**src/rtl/gpio_port_pkg.sv**
```systemverilog
// Shared types for the GPIO port register file.
package gpio_port_pkg;

    // Register targeted by a bus address
    typedef enum logic [2:0] {
        REG_NONE = 3'd0,
        REG_CFG  = 3'd1,
        REG_OE   = 3'd2,
        REG_OUT  = 3'd3,
        REG_IN   = 3'd4
    } reg_id_e;

    // Decoded access: which register and whether through the masked alias
    typedef struct packed {
        reg_id_e id;
        logic    masked;
    } reg_sel_t;

    localparam int NUM_CTRL = 3;

    // Map control-register index to its identifier
    function automatic reg_id_e ctrl_id(input int idx);
        case (idx)
            0:       return REG_CFG;
            1:       return REG_OE;
            default: return REG_OUT;
        endcase
    endfunction

endpackage

```
**src/rtl/gpio_addr_decode.sv**
```systemverilog
// Address decoder: turns a byte address into a register selection.
// Assumes plain registers at 0x00/0x10/0x20/0x30 plus PORT_IDX*4, and
// masked aliases MASK_BASE above the three control registers only.
module gpio_addr_decode
    import gpio_port_pkg::*;
#(
    parameter int ADDR_W    = 12,
    parameter int PORT_IDX  = 0,
    parameter int MASK_BASE = 'h080
) (
    input  logic [ADDR_W-1:0] addr,
    output reg_sel_t          sel
);
    localparam logic [ADDR_W-1:0] PORT_OFS = ADDR_W'(PORT_IDX * 4);
    localparam logic [ADDR_W-1:0] A_CFG    = PORT_OFS + ADDR_W'('h00);
    localparam logic [ADDR_W-1:0] A_OE     = PORT_OFS + ADDR_W'('h10);
    localparam logic [ADDR_W-1:0] A_OUT    = PORT_OFS + ADDR_W'('h20);
    localparam logic [ADDR_W-1:0] A_IN     = PORT_OFS + ADDR_W'('h30);
    localparam logic [ADDR_W-1:0] M_OFS    = ADDR_W'(MASK_BASE);

    // Compare the address against every mapped location
    always_comb begin
        sel = '{id: REG_NONE, masked: 1'b0};
        if      (addr == A_CFG)         sel = '{id: REG_CFG, masked: 1'b0};
        else if (addr == A_OE)          sel = '{id: REG_OE,  masked: 1'b0};
        else if (addr == A_OUT)         sel = '{id: REG_OUT, masked: 1'b0};
        else if (addr == A_IN)          sel = '{id: REG_IN,  masked: 1'b0};
        else if (addr == A_CFG + M_OFS) sel = '{id: REG_CFG, masked: 1'b1};
        else if (addr == A_OE + M_OFS)  sel = '{id: REG_OE,  masked: 1'b1};
        else if (addr == A_OUT + M_OFS) sel = '{id: REG_OUT, masked: 1'b1};
    end
endmodule

```
**src/rtl/gpio_ctrl_reg.sv**
```systemverilog
// One per-pin control register supporting whole-word and masked updates.
// Assumes the two write strobes are never both high.
module gpio_ctrl_reg #(
    parameter int PINS = 8
) (
    input  logic            clk,
    input  logic            rst_n,
    input  logic            plain_wr,
    input  logic            mask_wr,
    input  logic [PINS-1:0] wr_val,
    input  logic [PINS-1:0] wr_mask,
    output logic [PINS-1:0] q
);
    // Hold, replace, or merge the selected pins
    always_ff @(posedge clk) begin
        if (!rst_n)        q <= '0;
        else if (plain_wr) q <= wr_val;
        else if (mask_wr)  q <= (q & ~wr_mask) | (wr_val & wr_mask);
    end
endmodule

```
**src/rtl/gpio_in_sync.sv**
```systemverilog
// Multi-flop synchroniser for the asynchronous pad inputs.
// Assumes STAGES >= 2; each pin is synchronised independently.
module gpio_in_sync #(
    parameter int PINS   = 8,
    parameter int STAGES = 2
) (
    input  logic            clk,
    input  logic            rst_n,
    input  logic [PINS-1:0] d,
    output logic [PINS-1:0] q
);
    logic [PINS-1:0] stage_q [STAGES];

    for (genvar s = 0; s < STAGES; s++) begin : g_stage
        // Shift the pad level one flop further along the chain
        always_ff @(posedge clk) begin
            if (!rst_n)      stage_q[s] <= '0;
            else if (s == 0) stage_q[s] <= d;
            else             stage_q[s] <= stage_q[(s == 0) ? 0 : s-1];
        end
    end

    assign q = stage_q[STAGES-1];
endmodule

```
**src/rtl/gpio_port_regs.sv**
```systemverilog
// Register file for one GPIO port: configuration, output enable and
// output value with plain and masked write aliases, plus a synchronised
// input register. Assumes PINS <= 8 so that values sit in byte lane 0
// and masks in byte lane 1, and DATA_W >= 16.
module gpio_port_regs
    import gpio_port_pkg::*;
#(
    parameter int PINS      = 8,
    parameter int ADDR_W    = 12,
    parameter int DATA_W    = 32,
    parameter int PORT_IDX  = 0,
    parameter int MASK_BASE = 'h080,
    parameter int SYNC_STG  = 2
) (
    input  logic              clk,
    input  logic              rst_n,
    input  logic [ADDR_W-1:0] bus_addr,
    input  logic              bus_we,
    input  logic [DATA_W/8-1:0] bus_be,
    input  logic [DATA_W-1:0] bus_wdata,
    output logic [DATA_W-1:0] bus_rdata,
    input  logic [PINS-1:0]   pad_in,
    output logic [PINS-1:0]   pad_oe,
    output logic [PINS-1:0]   pad_out
);
    localparam int LANES = DATA_W / 8;

    reg_sel_t        sel;
    logic [PINS-1:0] ctrl_q [NUM_CTRL];
    logic [PINS-1:0] cfg_q, oe_q, out_q, in_q;
    logic [PINS-1:0] wr_val, wr_mask;
    logic            plain_ok, mask_ok;
    logic [DATA_W-1:0] rdata_d;
    logic            unused_bus_bits;

    gpio_addr_decode #(
        .ADDR_W(ADDR_W), .PORT_IDX(PORT_IDX), .MASK_BASE(MASK_BASE)
    ) u_dec (
        .addr(bus_addr),
        .sel (sel)
    );

    gpio_in_sync #(.PINS(PINS), .STAGES(SYNC_STG)) u_sync (
        .clk(clk), .rst_n(rst_n), .d(pad_in), .q(in_q)
    );

    assign wr_val   = bus_wdata[PINS-1:0];
    assign wr_mask  = bus_wdata[8+PINS-1:8];
    assign plain_ok = bus_we && bus_be[0] && !sel.masked;
    assign mask_ok  = bus_we && bus_be[0] && bus_be[1] && sel.masked;

    for (genvar i = 0; i < NUM_CTRL; i++) begin : g_ctrl
        gpio_ctrl_reg #(.PINS(PINS)) u_reg (
            .clk     (clk),
            .rst_n   (rst_n),
            .plain_wr(plain_ok && sel.id == ctrl_id(i)),
            .mask_wr (mask_ok  && sel.id == ctrl_id(i)),
            .wr_val  (wr_val),
            .wr_mask (wr_mask),
            .q       (ctrl_q[i])
        );
    end

    assign cfg_q = ctrl_q[0];
    assign oe_q  = ctrl_q[1];
    assign out_q = ctrl_q[2];

    // Pads are driven only for pins handed to GPIO control
    assign pad_oe  = cfg_q & oe_q;
    assign pad_out = cfg_q & out_q;

    // Select the read value; aliases return the register zero-extended
    always_comb begin
        rdata_d = '0;
        case (sel.id)
            REG_CFG: rdata_d[PINS-1:0] = cfg_q;
            REG_OE:  rdata_d[PINS-1:0] = oe_q;
            REG_OUT: rdata_d[PINS-1:0] = out_q;
            REG_IN:  rdata_d[PINS-1:0] = in_q;
            default: rdata_d = '0;
        endcase
    end

    // Register the read data for the one-cycle bus latency
    always_ff @(posedge clk) begin
        if (!rst_n) bus_rdata <= '0;
        else        bus_rdata <= rdata_d;
    end

    assign unused_bus_bits = ^{bus_wdata, bus_be[LANES-1:0]};
endmodule

```
**config.mk**
```make
export PLATFORM = sky130hd
export DESIGN_NAME = gpio_port_regs
export DESIGN_NICKNAME = d
export VERILOG_FILES = /design/src/rtl/gpio_port_pkg.sv /design/src/rtl/gpio_addr_decode.sv /design/src/rtl/gpio_ctrl_reg.sv /design/src/rtl/gpio_in_sync.sv /design/src/rtl/gpio_port_regs.sv
export SDC_FILE = /design/constraint.sdc
export NUM_CORES = 1
export LEC_CHECK = 0
export BUFFER_PORTS_ARGS = -buffer_cell sky130_fd_sc_hd__buf_2
export CELL_PAD_IN_SITES_DETAIL_PLACEMENT = 1
export CELL_PAD_IN_SITES_GLOBAL_PLACEMENT = 2
export CORE_MARGIN = 3
export CORE_UTILIZATION = 29
export CTS_BUF_LIST = sky130_fd_sc_hd__clkbuf_8
export CTS_CLUSTER_SIZE = 30
export DETAILED_ROUTE_END_ITERATION = 7
export GPL_TIMING_DRIVEN = 0
export PLACE_DENSITY = 0.94
export SETUP_SLACK_MARGIN = 0.1
export SLEW_MARGIN = 0
export SYNTH_ARGS = -nofsm -noshare
export SYNTH_HDL_FRONTEND = slang
export SYNTH_SLANG_ARGS = --single-unit
```
**constraint.sdc**
```tcl
create_clock -name clk -period 5.9 [get_ports clk]
set_input_delay 0.885 -clock clk [delete_from_list [all_inputs] [get_ports clk]]
set_output_delay 0.885 -clock clk [all_outputs]
set_load 0.01 [all_outputs]
```
==> flow_summary_export.csv <==
group,metric,value,unit
status,status,"finished clean",
die,dieHeight,97.68,µm
sta,fmax,402.7,MHz
global_route,grt_pass1_vias,2348,
global_route,grt_overflow,0,
power,p_per_area,211.0,nW/µm²
clock_tree,numCtsBuffers,5,
power,power.total,649.6,µW
place,dpl.hpwl,5762,µm
synthesis,synth_common_cells,"57 x nand2_1, 48 x dfxtp_1, 32 x and2_1, 25 x nor2b_1, 24 x buf_4",
run,cap_violations,0,
sta,report.final.slew_viol_count,0,
sta,finalCriticalPeriod,2.483,ns
synthesis,ys.flop_type,"dfxtp_1",
drt,vias,2232,
die,core-area,7928,µm²
synthesis,synth_cells,282,
cells_and_area,num_antenna_cells,0,
clock_tree,cts_hold_buf,0,
clock_tree,htree_levels,2,
sta,rsz0062_at_grt,"no",
worst_setup_path,cp_num_buf_inv,2,
die,rows,32,
die,start_util,0.3074,
drt,firstDrtPassIters,4,
sta,fin_worst_skew,0.008438,ns
drt,wl_met3,406,µm
clock_tree,root_buffer,"clkbuf_8",
worst_setup_path,cpPeakStageDelay,0.60,ns
drt,drt_iter0_drc,80,
place,gp_congestion,0.8663,
synthesis,yosysTopAreaCellShare,0.3943,
drt,drc,0,
hold_path,min-delay-start,"u_sync.stage_q[0][0]$_SDFF_PN0_",
clock_tree,cts_tree,"built",
drt,wl_met1,3096,µm
power,vdd_drop_max,0.08630,mV
sta,worstMarginPinSlew,0.8379,ns
drt,antenna_left,0,
synthesis,synth_area,2437,µm²
worst_setup_path,end_kind,"flip-flop",
synthesis,synth.avg_cell_area,8.643,µm²
drt,wl_met2,3817,µm
place,placed_cells,470,
sta,fin_tns_setup,0,ns
cells_and_area,final_cells,478,
power,leakage,1.446,nW
clock_tree,clock_path_buffers,2,
synthesis,yosysSeqAreaShare,0.3943,
worst_setup_path,critPathRequiredTime,6.09,ns
synthesis,synth_seq_cells,48,
clock_tree,insertion_delay,0.31,ns
synthesis,yosysWarnings,0,
clock_tree,post_cts_buffers,0,
sta,finalSetupViolations,0,
hold_path,worst_hold_path_type,"flip-flop to flip-flop",
worst_setup_path,cp_slowest_cell,"or4_4",
global_route,grt_usage,0.1543,
synthesis,async_flop_share,0,
worst_setup_path,reg2reg_slack,4.84,ns
global_route,grt_max_degree,16,
sta,period_share,0.4209,
worst_setup_path,cpMostUsedCell,"or4_4",
synthesis,ys_types,27,
clock_tree,cts_resized,0,
drt,wirelength,7415,µm
global_route,antenna_found_initial,0,
clock_tree,clock_sinks,48,
synthesis,synth.area.top_cells,"dfxtp_1 39%, nand2_1 8.8%, and2_1 8.2%",
global_route,grt_pass1_wl,11830,µm
drt,via_per_inst,4.669,
cells_and_area,drive_above_1_share,0.2739,
drt,highest_layer,"met4",
sta,max_slew_margin,0.4402,
place,portBuffers,63,
worst_setup_path,path_cells,"buf_2 -> or4_4 -> or4_4 -> buf_6 -> o31ai_1 -> a21oi_1",
synthesis,yosysTopAreaCell,"dfxtp_1",
synthesis,yosysMostFrequentCell,"nand2_1",
die,ios,107,
sta,finalHoldViolCount,0,
worst_setup_path,worstSetupStartpoint,"bus_addr[9]",
drt,wire_per_inst,15.51,µm
die,die_width,97.68,µm
clock_tree,path_clk_slew,0.09,ns
die,die-area,9540,µm²
worst_setup_path,cp-start-kind,"input pin",
cells_and_area,fin_nets,434,
cells_and_area,area_growth,26.28,%
worst_setup_path,path_class,"input pin to flip-flop",
cells_and_area,utilization,0.3883,
worst_setup_path,cp_max_fo,8,
synthesis,synth_edf_count,0,
worst_setup_path,cp_top_family,"simple AND/OR/NAND/NOR gates",
worst_setup_path,arrival,2.67,ns
-- per-layer routing --
layer  GRT usage  vias to the layer above
met5           0                        -
met4     0.03727                        0
met3     0.03877                       10
met2      0.2731                       64
met1      0.1864                     1068
li1            -                     1090
-- kinds of logic (layout without fill, tap and decap cells) --
| group | Yosys count | in the layout | share of synthesized area |
|---|---|---|---|
| compound gates | 42 | 42 | 0.1124 |
| other cells | 1 | 24 | 0.001539 |
| simple gates | 136 | 136 | 0.3260 |
| buf+inv | 39 | 110 | 0.1001 |
| flops | 48 | 48 | 0.3942 |
| mux | 16 | 16 | 0.06571 |
-- cells in the final DEF, fill, tap and decap left out, drive strengths merged --
cell and count:
nand2b 1, clkinvlp 1, clkinv 1, or3 1, nor2 1, a21oi 16, clkbuf 16, a21boi 1
dfxtp 48, nand3 1, inv 1, or2 1, or4 2, nand4b 9, conb 24, o31ai 8
bufinv 1, a211oi 16, or4bb 1, nand3b 1, buf 90, nor2b 25, a31oi 1, mux2i 16
and2 32, nor4 3, nand2 57, and3b 1
-- stage by stage --
stage,cell area [µm²],hold slack [ns],setup WS [ns]
finish,3078,0.4394,3.417
global route,3078,0.4596,3.331
CTS,3078,0.4445,3.430
detailed placement,2967,0.4226,3.099
global placement,2967,0.4163,3.167
floorplan,2524,0.4119,3.327
-- power breakdown --
part           switching [mW]  internal (mW)  total [mW]  leakage [nW]
registers             0.00105          0.329       0.330         0.390
clock network           0.116          0.126       0.242        0.0541
logic                  0.0462         0.0316      0.0778          1.00
-- final cells by class --
cell class	instances	area, µm²
repair buffers	63	315.3
plain buffers	38	240.2
fillers	986	4850
inverters	1	3.754
well taps	102	127.6
multi-input cells	218	1319
clock inverters	3	42.54
clock buffers	5	68.82
flip-flops and latches	48	960.9
-- worst paths after layout --
| check | to | cells past startpoint |
|---|---|---|
| worst min register to register | u_sync.stage_q[1][0]$_SDFF_PN0_ | 1 |
| worst max register to register | bus_rdata[0]$_SDFF_PN0_ | 3 |
| worst max-delay path | flip-flop | 6 |
| worst min-delay path | u_sync.stage_q[1][0]$_SDFF_PN0_ | 1 |
(Power assumes the default switching activity.)
